**config.mk**
```make
export PLATFORM = sky130hd
export DESIGN_NAME = flashStatusGen
export DESIGN_NICKNAME = d
export VERILOG_FILES = /design/src/rtl/flash_status_pkg.sv /design/src/rtl/flashBusSync.sv /design/src/rtl/flashStatusCtrl.sv /design/src/rtl/flashStatusDp.sv /design/src/rtl/flashStatusGen.sv
export SDC_FILE = /design/constraint.sdc
export NUM_CORES = 1
export LEC_CHECK = 0
export ABC_AREA = 1
export BUFFER_PORTS_ARGS = -buffer_cell sky130_fd_sc_hd__buf_4
export CAP_MARGIN = 20
export CELL_PAD_IN_SITES_DETAIL_PLACEMENT = 1
export CELL_PAD_IN_SITES_GLOBAL_PLACEMENT = 2
export CORE_MARGIN = 2
export CORE_UTILIZATION = 35
export DETAILED_ROUTE_END_ITERATION = 16
export PLACE_DENSITY_LB_ADDON = 0.1
export SLEW_MARGIN = 10
export SYNTH_ARGS = -nofsm -noshare
export SYNTH_HDL_FRONTEND = slang
export SYNTH_SLANG_ARGS = --single-unit
export TNS_END_PERCENT = 20
```
**constraint.sdc**
```tcl
create_clock -name clk -period 1.8 [get_ports clk]
set_input_delay 0.36 -clock clk [delete_from_list [all_inputs] [get_ports clk]]
set_output_delay 0.36 -clock clk [all_outputs]
set_load 0.005 [all_outputs]
```
**src/rtl/flash_status_pkg.sv**
```systemverilog
package flash_status_pkg;

  typedef enum logic [2:0] {
    M_READ  = 3'd0,
    M_PROG  = 3'd1,
    M_ERASE = 3'd2,
    M_SUSP  = 3'd3,
    M_SPROG = 3'd4
  } opMode_t;

  typedef struct packed {
    logic startProg;
    logic startErase;
    logic eraseAll;
    logic progDone;
    logic eraseDone;
  } dpCtl_t;

  localparam logic [7:0]  CMD_KEY1    = 8'hAA;
  localparam logic [7:0]  CMD_KEY2    = 8'h55;
  localparam logic [7:0]  CMD_PROG    = 8'hA0;
  localparam logic [7:0]  CMD_ERASE   = 8'h80;
  localparam logic [7:0]  CMD_SECTOR  = 8'h30;
  localparam logic [7:0]  CMD_CHIP    = 8'h10;
  localparam logic [7:0]  CMD_SUSPEND = 8'hB0;
  localparam logic [10:0] KEY_ADDR_A  = 11'h555;
  localparam logic [10:0] KEY_ADDR_B  = 11'h2AA;

endpackage

```
**src/rtl/flashBusSync.sv**
```systemverilog
module flashBusSync (
  input  logic clk,
  input  logic rstN,
  input  logic ceN,
  input  logic oeN,
  input  logic weN,
  output logic wrEvt,
  output logic rdStart
);
  logic weQ;
  logic rdActQ;
  logic rdAct;

  assign rdAct   = !ceN && !oeN;
  assign wrEvt   = !weQ && weN && !ceN;
  assign rdStart = rdAct && !rdActQ;

  always_ff @(posedge clk or negedge rstN) begin
    if (!rstN) begin
      weQ    <= 1'b1;
      rdActQ <= 1'b0;
    end else begin
      weQ    <= weN;
      rdActQ <= rdAct;
    end
  end
endmodule

```
**src/rtl/flashStatusCtrl.sv**
```systemverilog
module flashStatusCtrl
  import flash_status_pkg::*;
#(
  parameter int PROG_CYC  = 40,
  parameter int ERASE_CYC = 80
) (
  input  logic        clk,
  input  logic        rstN,
  input  logic        wrEvt,
  input  logic [10:0] cmdAddr,
  input  logic [7:0]  cmdData,
  output opMode_t     mode,
  output dpCtl_t      ctl,
  output logic        readyOut
);
  localparam int MAX_CYC = (ERASE_CYC > PROG_CYC) ? ERASE_CYC : PROG_CYC;
  localparam int CNT_W   = $clog2(MAX_CYC + 1);

  typedef enum logic [2:0] {
    S_IDLE, S_K1, S_K2, S_PDATA, S_E3, S_E4, S_E5
  } seqStep_t;

  seqStep_t   step, stepNext;
  opMode_t    modeNext;
  logic [CNT_W-1:0] progCnt, eraseCnt;
  logic atA, atB, acceptCmd, isSuspend, isResume;

  assign atA       = (cmdAddr == KEY_ADDR_A);
  assign atB       = (cmdAddr == KEY_ADDR_B);
  assign acceptCmd = (mode == M_READ) || (mode == M_SUSP);
  assign isSuspend = wrEvt && (mode == M_ERASE) && (cmdData == CMD_SUSPEND);
  assign isResume  = wrEvt && (mode == M_SUSP) && (step == S_IDLE)
                     && (cmdData == CMD_SECTOR);

  always_comb begin
    stepNext = step;
    if (!acceptCmd) begin
      stepNext = S_IDLE;
    end else if (wrEvt) begin
      stepNext = S_IDLE;
      case (step)
        S_IDLE: if (atA && cmdData == CMD_KEY1) stepNext = S_K1;
        S_K1:   if (atB && cmdData == CMD_KEY2) stepNext = S_K2;
        S_K2: begin
          if (atA && cmdData == CMD_PROG)       stepNext = S_PDATA;
          else if (atA && cmdData == CMD_ERASE) stepNext = S_E3;
        end
        S_E3:   if (atA && cmdData == CMD_KEY1) stepNext = S_E4;
        S_E4:   if (atB && cmdData == CMD_KEY2) stepNext = S_E5;
        default: stepNext = S_IDLE;
      endcase
    end
  end

  always_comb begin
    ctl = '0;
    ctl.startProg  = wrEvt && acceptCmd && (step == S_PDATA);
    ctl.eraseAll   = atA && (cmdData == CMD_CHIP);
    ctl.startErase = wrEvt && (mode == M_READ) && (step == S_E5)
                     && ((cmdData == CMD_SECTOR) || ctl.eraseAll);
    ctl.progDone   = ((mode == M_PROG) || (mode == M_SPROG)) && (progCnt == '0);
    ctl.eraseDone  = (mode == M_ERASE) && (eraseCnt == '0);
  end

  always_comb begin
    modeNext = mode;
    case (mode)
      M_READ: begin
        if (ctl.startProg)       modeNext = M_PROG;
        else if (ctl.startErase) modeNext = M_ERASE;
      end
      M_PROG:  if (ctl.progDone) modeNext = M_READ;
      M_ERASE: begin
        if (ctl.eraseDone)       modeNext = M_READ;
        else if (isSuspend)      modeNext = M_SUSP;
      end
      M_SUSP: begin
        if (ctl.startProg)       modeNext = M_SPROG;
        else if (isResume)       modeNext = M_ERASE;
      end
      M_SPROG: if (ctl.progDone) modeNext = M_SUSP;
      default:                   modeNext = M_READ;
    endcase
  end

  always_ff @(posedge clk or negedge rstN) begin
    if (!rstN) begin
      mode     <= M_READ;
      step     <= S_IDLE;
      progCnt  <= '0;
      eraseCnt <= '0;
    end else begin
      mode <= modeNext;
      step <= stepNext;
      if (ctl.startProg)
        progCnt <= CNT_W'(PROG_CYC - 1);
      else if (((mode == M_PROG) || (mode == M_SPROG)) && progCnt != '0)
        progCnt <= progCnt - 1'b1;
      if (ctl.startErase)
        eraseCnt <= CNT_W'(ERASE_CYC - 1);
      else if ((mode == M_ERASE) && eraseCnt != '0)
        eraseCnt <= eraseCnt - 1'b1;
    end
  end

  assign readyOut = rstN && ((mode == M_READ) || (mode == M_SUSP));

  // a program whose counter reached zero hands back to read mode
  p_prog_len_r2: assert property (@(posedge clk) disable iff (!rstN)
    (mode == M_PROG && progCnt == '0) |=> (mode == M_READ));

  // a running program cannot be diverted into another operation
  p_busy_blocks_r11: assert property (@(posedge clk) disable iff (!rstN)
    (mode == M_PROG) |=> (mode == M_PROG || mode == M_READ));

  // erase progress is frozen while suspended
  p_freeze_r9: assert property (@(posedge clk) disable iff (!rstN)
    (mode == M_SUSP || mode == M_SPROG) |=> $stable(eraseCnt));

  // a program inside suspend returns to suspend
  p_sprog_return_r10: assert property (@(posedge clk) disable iff (!rstN)
    (mode == M_SPROG) |=> (mode == M_SPROG || mode == M_SUSP));
endmodule

```
**src/rtl/flashStatusDp.sv**
```systemverilog
module flashStatusDp
  import flash_status_pkg::*;
#(
  parameter int ADDR_W = 12,
  parameter int DATA_W = 8,
  parameter int SECT_W = 3
) (
  input  logic              clk,
  input  logic              rstN,
  input  logic              rdStart,
  input  opMode_t           mode,
  input  dpCtl_t            ctl,
  input  logic [ADDR_W-1:0] addr,
  input  logic [DATA_W-1:0] wdata,
  output logic [DATA_W-1:0] dq
);
  localparam int NSECT = 1 << SECT_W;

  logic              tog6, tog2;
  logic [NSECT-1:0]  eraseMask;
  logic [ADDR_W-1:0] pendAddr, arrAddr;
  logic [DATA_W-1:0] pendData, arrData, arrayWord, statusWord;
  logic              arrValid, inErase, busyStatus, erasePending;
  logic [SECT_W-1:0] sectOf, arrSect;

  assign sectOf       = addr[ADDR_W-1 -: SECT_W];
  assign arrSect      = arrAddr[ADDR_W-1 -: SECT_W];
  assign inErase      = eraseMask[sectOf];
  assign busyStatus   = (mode == M_PROG) || (mode == M_ERASE) || (mode == M_SPROG);
  assign erasePending = (mode == M_ERASE) || (mode == M_SUSP) || (mode == M_SPROG);

  always_ff @(posedge clk or negedge rstN) begin
    if (!rstN) begin
      tog6 <= 1'b0;
      tog2 <= 1'b0;
    end else if (rdStart) begin
      if (busyStatus)             tog6 <= ~tog6;
      if (erasePending && inErase) tog2 <= ~tog2;
    end
  end

  for (genvar s = 0; s < NSECT; s++) begin : g_sect
    always_ff @(posedge clk or negedge rstN) begin
      if (!rstN)
        eraseMask[s] <= 1'b0;
      else if (ctl.startErase)
        eraseMask[s] <= ctl.eraseAll || (sectOf == SECT_W'(s));
      else if (ctl.eraseDone)
        eraseMask[s] <= 1'b0;
    end
  end

  always_ff @(posedge clk or negedge rstN) begin
    if (!rstN) begin
      pendAddr <= '0;
      pendData <= '0;
      arrAddr  <= '0;
      arrData  <= '0;
      arrValid <= 1'b0;
    end else begin
      if (ctl.startProg) begin
        pendAddr <= addr;
        pendData <= wdata;
      end
      if (ctl.progDone) begin
        arrAddr  <= pendAddr;
        arrData  <= pendData;
        arrValid <= 1'b1;
      end else if (ctl.eraseDone && eraseMask[arrSect]) begin
        arrValid <= 1'b0;
      end
    end
  end

  assign arrayWord = (arrValid && addr == arrAddr) ? arrData : '1;

  always_comb begin
    statusWord = '0;
    case (mode)
      M_PROG: begin
        statusWord[7] = ~pendData[7];
        statusWord[6] = tog6;
        statusWord[2] = 1'b1;
      end
      M_ERASE: begin
        statusWord[7] = 1'b0;
        statusWord[6] = tog6;
        statusWord[2] = inErase ? tog2 : 1'b1;
      end
      M_SUSP: begin
        statusWord[7] = 1'b1;
        statusWord[6] = 1'b1;
        statusWord[2] = tog2;
      end
      M_SPROG: begin
        statusWord[7] = ~pendData[7];
        statusWord[6] = tog6;
        statusWord[2] = inErase ? tog2 : 1'b1;
      end
      default: statusWord = '0;
    endcase
  end

  always_comb begin
    if (mode == M_READ || (mode == M_SUSP && !inErase))
      dq = arrayWord;
    else
      dq = statusWord;
  end

  // toggles move only on a fresh read strobe
  p_tog_on_strobe_r5: assert property (@(posedge clk) disable iff (!rstN)
    !rdStart |=> ($stable(tog6) && $stable(tog2)));

  // an erase in progress always has at least one target sector
  p_mask_set_r8: assert property (@(posedge clk) disable iff (!rstN)
    (mode == M_ERASE) |-> (eraseMask != '0));
endmodule

```
**src/rtl/flashStatusGen.sv**
```systemverilog
module flashStatusGen
  import flash_status_pkg::*;
#(
  parameter int ADDR_W    = 12,
  parameter int DATA_W    = 8,
  parameter int SECT_W    = 3,
  parameter int PROG_CYC  = 40,
  parameter int ERASE_CYC = 80
) (
  input  logic              clk,
  input  logic              rstN,
  input  logic              ceN,
  input  logic              oeN,
  input  logic              weN,
  input  logic [ADDR_W-1:0] addr,
  input  logic [DATA_W-1:0] wdata,
  output logic [DATA_W-1:0] dq,
  output logic              readyOut
);
  logic    wrEvt, rdStart;
  opMode_t mode;
  dpCtl_t  ctl;

  flashBusSync u_sync (
    .clk(clk), .rstN(rstN), .ceN(ceN), .oeN(oeN), .weN(weN),
    .wrEvt(wrEvt), .rdStart(rdStart)
  );

  flashStatusCtrl #(.PROG_CYC(PROG_CYC), .ERASE_CYC(ERASE_CYC)) u_ctrl (
    .clk(clk), .rstN(rstN), .wrEvt(wrEvt),
    .cmdAddr(addr[10:0]), .cmdData(wdata[7:0]),
    .mode(mode), .ctl(ctl), .readyOut(readyOut)
  );

  flashStatusDp #(.ADDR_W(ADDR_W), .DATA_W(DATA_W), .SECT_W(SECT_W)) u_dp (
    .clk(clk), .rstN(rstN), .rdStart(rdStart), .mode(mode), .ctl(ctl),
    .addr(addr), .wdata(wdata), .dq(dq)
  );
endmodule

```
# Yosys cells after proc, flatten, opt, wreduce, memory -nomap -nowiden
# Cells that the tools add are included.
[word_totals]
reg_bits = 73
output_inout_bits = 9
[op_classes]
n_mux = 42
addsub = 2
eq_ne = 33
n_reduce_logical = 65
bitwise = 3
magnitude_cmp = 2
[op_table]
columns = ["op", "n"]
rows = [
  ["3-bit 2-to-1 mux", 14],
  ["8-bit equality test (second input constant)", 4],
  ["3-bit one-hot mux with 5 select lines", 2],
  ["1-bit logical AND", 28],
  ["7-bit 2-to-1 mux", 4],
  ["3-bit equality test (second input constant)", 8],
  ["3-bit by 2-bit equality test with 1-bit output (second input constant)", 6],
  ["1-bit logical OR", 16],
  ["8-bit 2-to-1 mux", 2],
  ["1-bit 2-to-1 mux", 15],
  ["7-bit logical NOT", 2],
  ["7-bit nonzero test", 2],
  ["7-bit by 1-bit subtractor with 7-bit output (second input constant)", 2],
  ["12-bit equality test", 1],
  ["11-bit by 10-bit equality test with 1-bit output (second input constant)", 1],
  ["11-bit equality test (second input constant)", 1],
  ["3-bit by 1-bit equality test with 1-bit output (second input constant)", 3],
  ["3-bit logical NOT", 3],
  ["8-bit by 5-bit equality test with 1-bit output (second input constant)", 1],
  ["8-bit by 6-bit equality test with 1-bit output (second input constant)", 1],
  ["8-bit by 7-bit equality test with 1-bit output (second input constant)", 1],
  ["3-bit by 4-bit < comparator with 1-bit output (second input constant)", 2],
  ["2-bit nonzero test", 4],
  ["1-bit binary-select mux with 3-bit select", 2],
  ["13 further kinds", 22],
]

# Longest topological paths before layout
[logic_depth]
ltp_word = 9
ltp_mapped = 13

# Cells and area by module
# From an unflattened synthesis, not the netlist that was laid out.
[hier_totals]
cells_unflattened = 544
hier_area_um2 = 4175.3
[modules_own_cells]
columns = ["module", "seq_area_each_um2", "n_inst", "cells_each", "area_per_inst_um2"]
rows = [
  ["flashStatusDp", 1276.2, 1, 307, 2595.0],
  ["flashStatusCtrl", 500.5, 1, 228, 1495.2],
  ["flashBusSync", 51.3, 1, 9, 85.1],
]

# Least setup slack after synthesis
# Ideal clock, no wire load.
[synth_timing]
path_kind = "input port to output port"
start = "input port addr[9]"
end = "output port dq[6]"
arrival_ns = 1.244
stages = 9
t_required_ns = 1.440
path_buffers = 1
setup_slack_ns = 0.196
path_cell_list = "clkbuf_2 > nor2_1 > a21oi_1 > nand4_1 > nand3_1 > nand2_2 > inv_1 > nand2_1 > nand2_1"
[synth_via]
elab_chain_cells = 6
[synth_lines]
columns = ["element", "line_no", "text"]
rows = [
  ["from (decl)", "flashStatusGen.sv:15", "input logic [ADDR_W-1:0] addr,"],
  ["1-bit binary-select mux with 3-bit select", "flashStatusDp.sv:28", "assign inErase = eraseMask[sectOf];"],
  ["1-bit 2-to-1 mux (not written as such)", "flashStatusDp.sv:28", ""],
  ["1-bit logical NOT", "flashStatusDp.sv:105", "if (mode == M_READ || (mode == M_SUSP && !inErase))"],
  ["1-bit logical AND", "flashStatusDp.sv:105", ""],
  ["1-bit logical OR", "flashStatusDp.sv:105", ""],
  ["8-bit 2-to-1 mux (*)", "flashStatusDp.sv:105", ""],
  ["to (decl)", "flashStatusGen.sv:17", "output logic [DATA_W-1:0] dq,"],
]
# Every way passes the cells marked *; elsewhere a longest branch is shown, timed or not. The select of a mux whose other input is x is not followed.

# Final worst setup path
[layout_timing]
start = "register u_dp.arrAddr[11]"
end = "output port dq[0]"
[layout_via]
elab_chain_cells = 4
[layout_lines]
columns = ["element", "line_no", "text"]
rows = [
  ["from (decl)", "flashStatusDp.sv:21", "logic [ADDR_W-1:0] pendAddr, arrAddr;"],
  ["from (signal assigned)", "flashStatusDp.sv:66", "arrAddr <= pendAddr;"],
  ["12-bit equality test", "flashStatusDp.sv:75", "assign arrayWord = (arrValid && addr == arrAddr) ? arrData : '1;"],
  ["1-bit logical AND", "flashStatusDp.sv:75", ""],
  ["8-bit 2-to-1 mux", "flashStatusDp.sv:75", ""],
  ["8-bit 2-to-1 mux", "flashStatusDp.sv:105", ""],
]
# No other way between the ends.

==> impl_metrics.toml <==
[run_status]
status = "finished with violations"
failed_checks = "setup timing"

[cts]
clk_pin_slew_ns = 0.06
cts_buffers = 9
cts-hold-fix-buffers = 0
cts-root-buf = "clkbuf_16"
clockBufferDepth = 2
htreeDepth = 3
cts.sinks = 73
cts_tree = "yes"
clock_latency_ns = 0.34

[routing]
wl_per_cell_um = 15.3
route.detailed.drc = 0
wl_um = 11900
dr.pass1.iters = 4
route.vias.total = 3789
drt_iter0_markers = 186
vias_per_cell = 4.90
ant_nets = 0

[layout]
drive_above_1_share_pct = 24.0
num-nets-final = 654
syn_to_final_growth_pct = 27.4
fillerInstances = 1421
n_antenna_cell = 0

[sta]
slew_headroom_pct = 35.5
tightest_slew_ns = 0.967
hold_viol = 0
rsz0062_at_grt = "yes"
fmaxAchievable_ghz = 0.479
setup_viol = 9
fin_crit_sh_pct = 116
period_minus_slack_ns = 2.09
setup_slack_ns = -0.286
maxSlewViolCount = 0
fin_skew_ns = 0.00839

[logic_synthesis]
synth_flop_cell = "dfrtp_1"
synth-seq-area-share_pct = 45.2
synthesis.nets = 573
yosysWarnings = 0
synth_area_leaders = "dfrtp_1 45%, nand2_1 17%, inv_1 5.8%"
syn_avg_cell_area_um2 = 7.43
ys_seq_elements = 73
synthArstFlopShare_pct = 100
syn_area_um2 = 4040
synth_top_cell_by_area = "dfrtp_1"
synth_top_area_share_pct = 44.6
synthCells = 544
synth_cell_types = 38
synth-edff-count = 0

[power_and_ir_drop]
p_leak_nw = 2.71
power_mw = 5.27
cellPowerDensity_nw_per_um2 = 1020
ir_drop_v = 0.000725

[grt]
grt_max_degree = 74
grt_pass1_wl_um = 19800
grt_overflow = 0
first_global_vias = 4007
grt_use_total_pct = 20.2
antenna_found_initial = 0

[job]
maxCapViolCount = 0

[setup_path]
worst_path_max_delay_cell = "dfrtp_1"
worstSetupStartpointType = "register"
crit_path_cell_trace = "nand2_1 -> nand2_1 -> nor3_2 -> nand2_1 -> nor2_1 -> buf_4 -> nand2_4 -> nor2_2 -> nor2_1 -> buf_4"
critical_path.most_common_cell = "nand2_1"
cp_data_required_time_ns = 1.44
end_kind = "output port"
cp_max_fo = 5
arrival_ns = 1.73
criticalPathCategory = "register to output port"
cp_slowest_stage_delay_ns = 0.41

[floorplanning]
start_util_pct = 35.7
rows = 39
num_io_pins = 34
die-area_um2 = 12400
die_h_um = 111
coreArea_um2 = 11300
die_w_um = 111

[min_path]
hold_path.class = "input port to register"

[placed_design]
dpl.hpwl_um = 8970
io_buffers = 33
place_ws_ns = -0.202
gp_congestion = 0.876
layer usage:
layer | routed length [um] | part of all wire (%) | vias to the layer above | GRT usage (%)
li1 | - | - | 1884 | -
met1 | 5560 | 47 | 1845 | 26.0
met2 | 5740 | 48 | 41 | 33.8
met3 | 297 | 2.5 | 19 | 3.05
met4 | 269 | 2.3 | 0 | 9.05
met5 | 0 | 0 | - | 0
power breakdown:
part / total, mW / switching (mW) / leakage (nW) / internal (mW)
Combinational: 1.76 / 1.01 / 1.59 / 0.748
Clock: 1.71 / 0.711 / 0.137 / 1.00
Sequential: 1.80 / 0.0740 / 0.977 / 1.72
timing repair:
| item | 4_1_cts | 5_1_grt |
|---|---|---|
| pin swaps | 7 | 9 |
| setup endpoints to repair | 14 | 28 |
| setup buffers | 0 | 2 |
| gates resized for setup | 10 | 21 |
through the flow:
| step | instance area [um^2] | utilization [%] | hold WS, ns | std cells | setup TNS, ns |
|---|---|---|---|---|---|
| 6_report | 5150 | 45.5 | 0.134 | 773 | -2.22 |
| 5_1_grt | 5150 | 45.5 | 0.129 | 773 | -4.95 |
| 4_1_cts | 5080 | 44.9 | 0.126 | 772 | -2.85 |
| 3_5_place_dp | 4770 | 42.1 | 0.461 | 756 | -1.43 |
| 3_3_place_gp | 4770 | 42.1 | 0.453 | 756 | -1.23 |
| 2_1_floorplan | 4040 | - | 0.0644 | 544 | 0 |
registers in the layout, indices dropped and copies added (netlist names):
register and cells:
u_dp.arrAddr 12, u_dp.pendAddr 12, u_dp.arrData 8, u_dp.eraseMask 8, u_dp.pendData 8, u_ctrl.eraseCnt 7, u_ctrl.progCnt 7, u_ctrl.mode 3
u_ctrl.step 3, u_dp.arrValid 1, u_dp.tog2 1, u_dp.tog6 1, u_sync.rdActQ 1, u_sync.weQ 1
layout by cell type, fill, tap and decap left out, types with 9 or more instances in the layout:
cell       instances
nand2_1          177
nand3_1           35
clkbuf_16          9
nor2_2            11
nand4_1            9
o21ai_0           40
nor2_1            51
dfrtp_1           72
inv_1             58
buf_4             78
inv_2              9
logic make-up after synthesis:
kind of cell | share of synthesized area (%)
AND/OR/NAND/NOR | 35.3
buffers and inverters | 8.30
multiplexers | 1.11
XOR/XNOR | 1.30
adder cells (fa/ha/maj) | 1.24
AO/OA/AOI/OAI | 7.55
flip-flops | 45.2
worst paths after layout:
kind / slack (ns) / start / depth (start not counted) / to
setup / recovery: -0.29 / u_dp.arrAddr[11] / 10 / dq[0]
hold / removal: 0.13 / weN / 1 / u_sync.weQ
setup reg to reg: 0.01 / u_ctrl.progCnt[0] / 9 / u_dp.arrData[1]
hold reg to reg: 0.47 / u_dp.tog2 / 1 / u_dp.tog2
max in group asynchronous: 0.89 / rstN / 2 / u_ctrl.eraseCnt[5]
min in group asynchronous: 0.28 / rstN / 2 / u_ctrl.progCnt[2]
worst max-delay path, delay by kind of cell, from the launching register on:
family | cells | cell delay (ns)
flip-flops | 1 | 0.41
buffers and inverters | 2 | 0.30
AND/OR/NAND/NOR | 8 | 0.69
Yosys cell counts, types with 2 or more instances:
library cell,n
nand2_1,180
dfrtp_1,72
inv_1,62
nor2_1,61
o21ai_0,42
nand3_1,37
nand4_1,9
nor3_1,8
a21oi_1,6
inv_2,5
nand2_2,5
buf_2,4
ha_1,4
mux2_2,4
nand3b_1,4
buf_6,3
nor2_4,3
nor3_2,3
o211ai_1,3
xnor2_1,3
xor2_1,3
buf_4,2
clkbuf_2,2
nand2_4,2
nand3_2,2
nor2_2,2
o31ai_1,2
area by class of cell:
class	instances	area [um^2]	share of cell area [%]
Inverter	68	256	4.98
Multi-Input combinational cell	392	1970	38.2
Timing Repair Buffer	81	637	12.4
Sequential cell	73	1830	35.5
Clock buffer	11	253	4.91
Tap cell	143	179	3.47
Clock inverter	5	30.0	0.583
(Power assumes the default switching activity.)
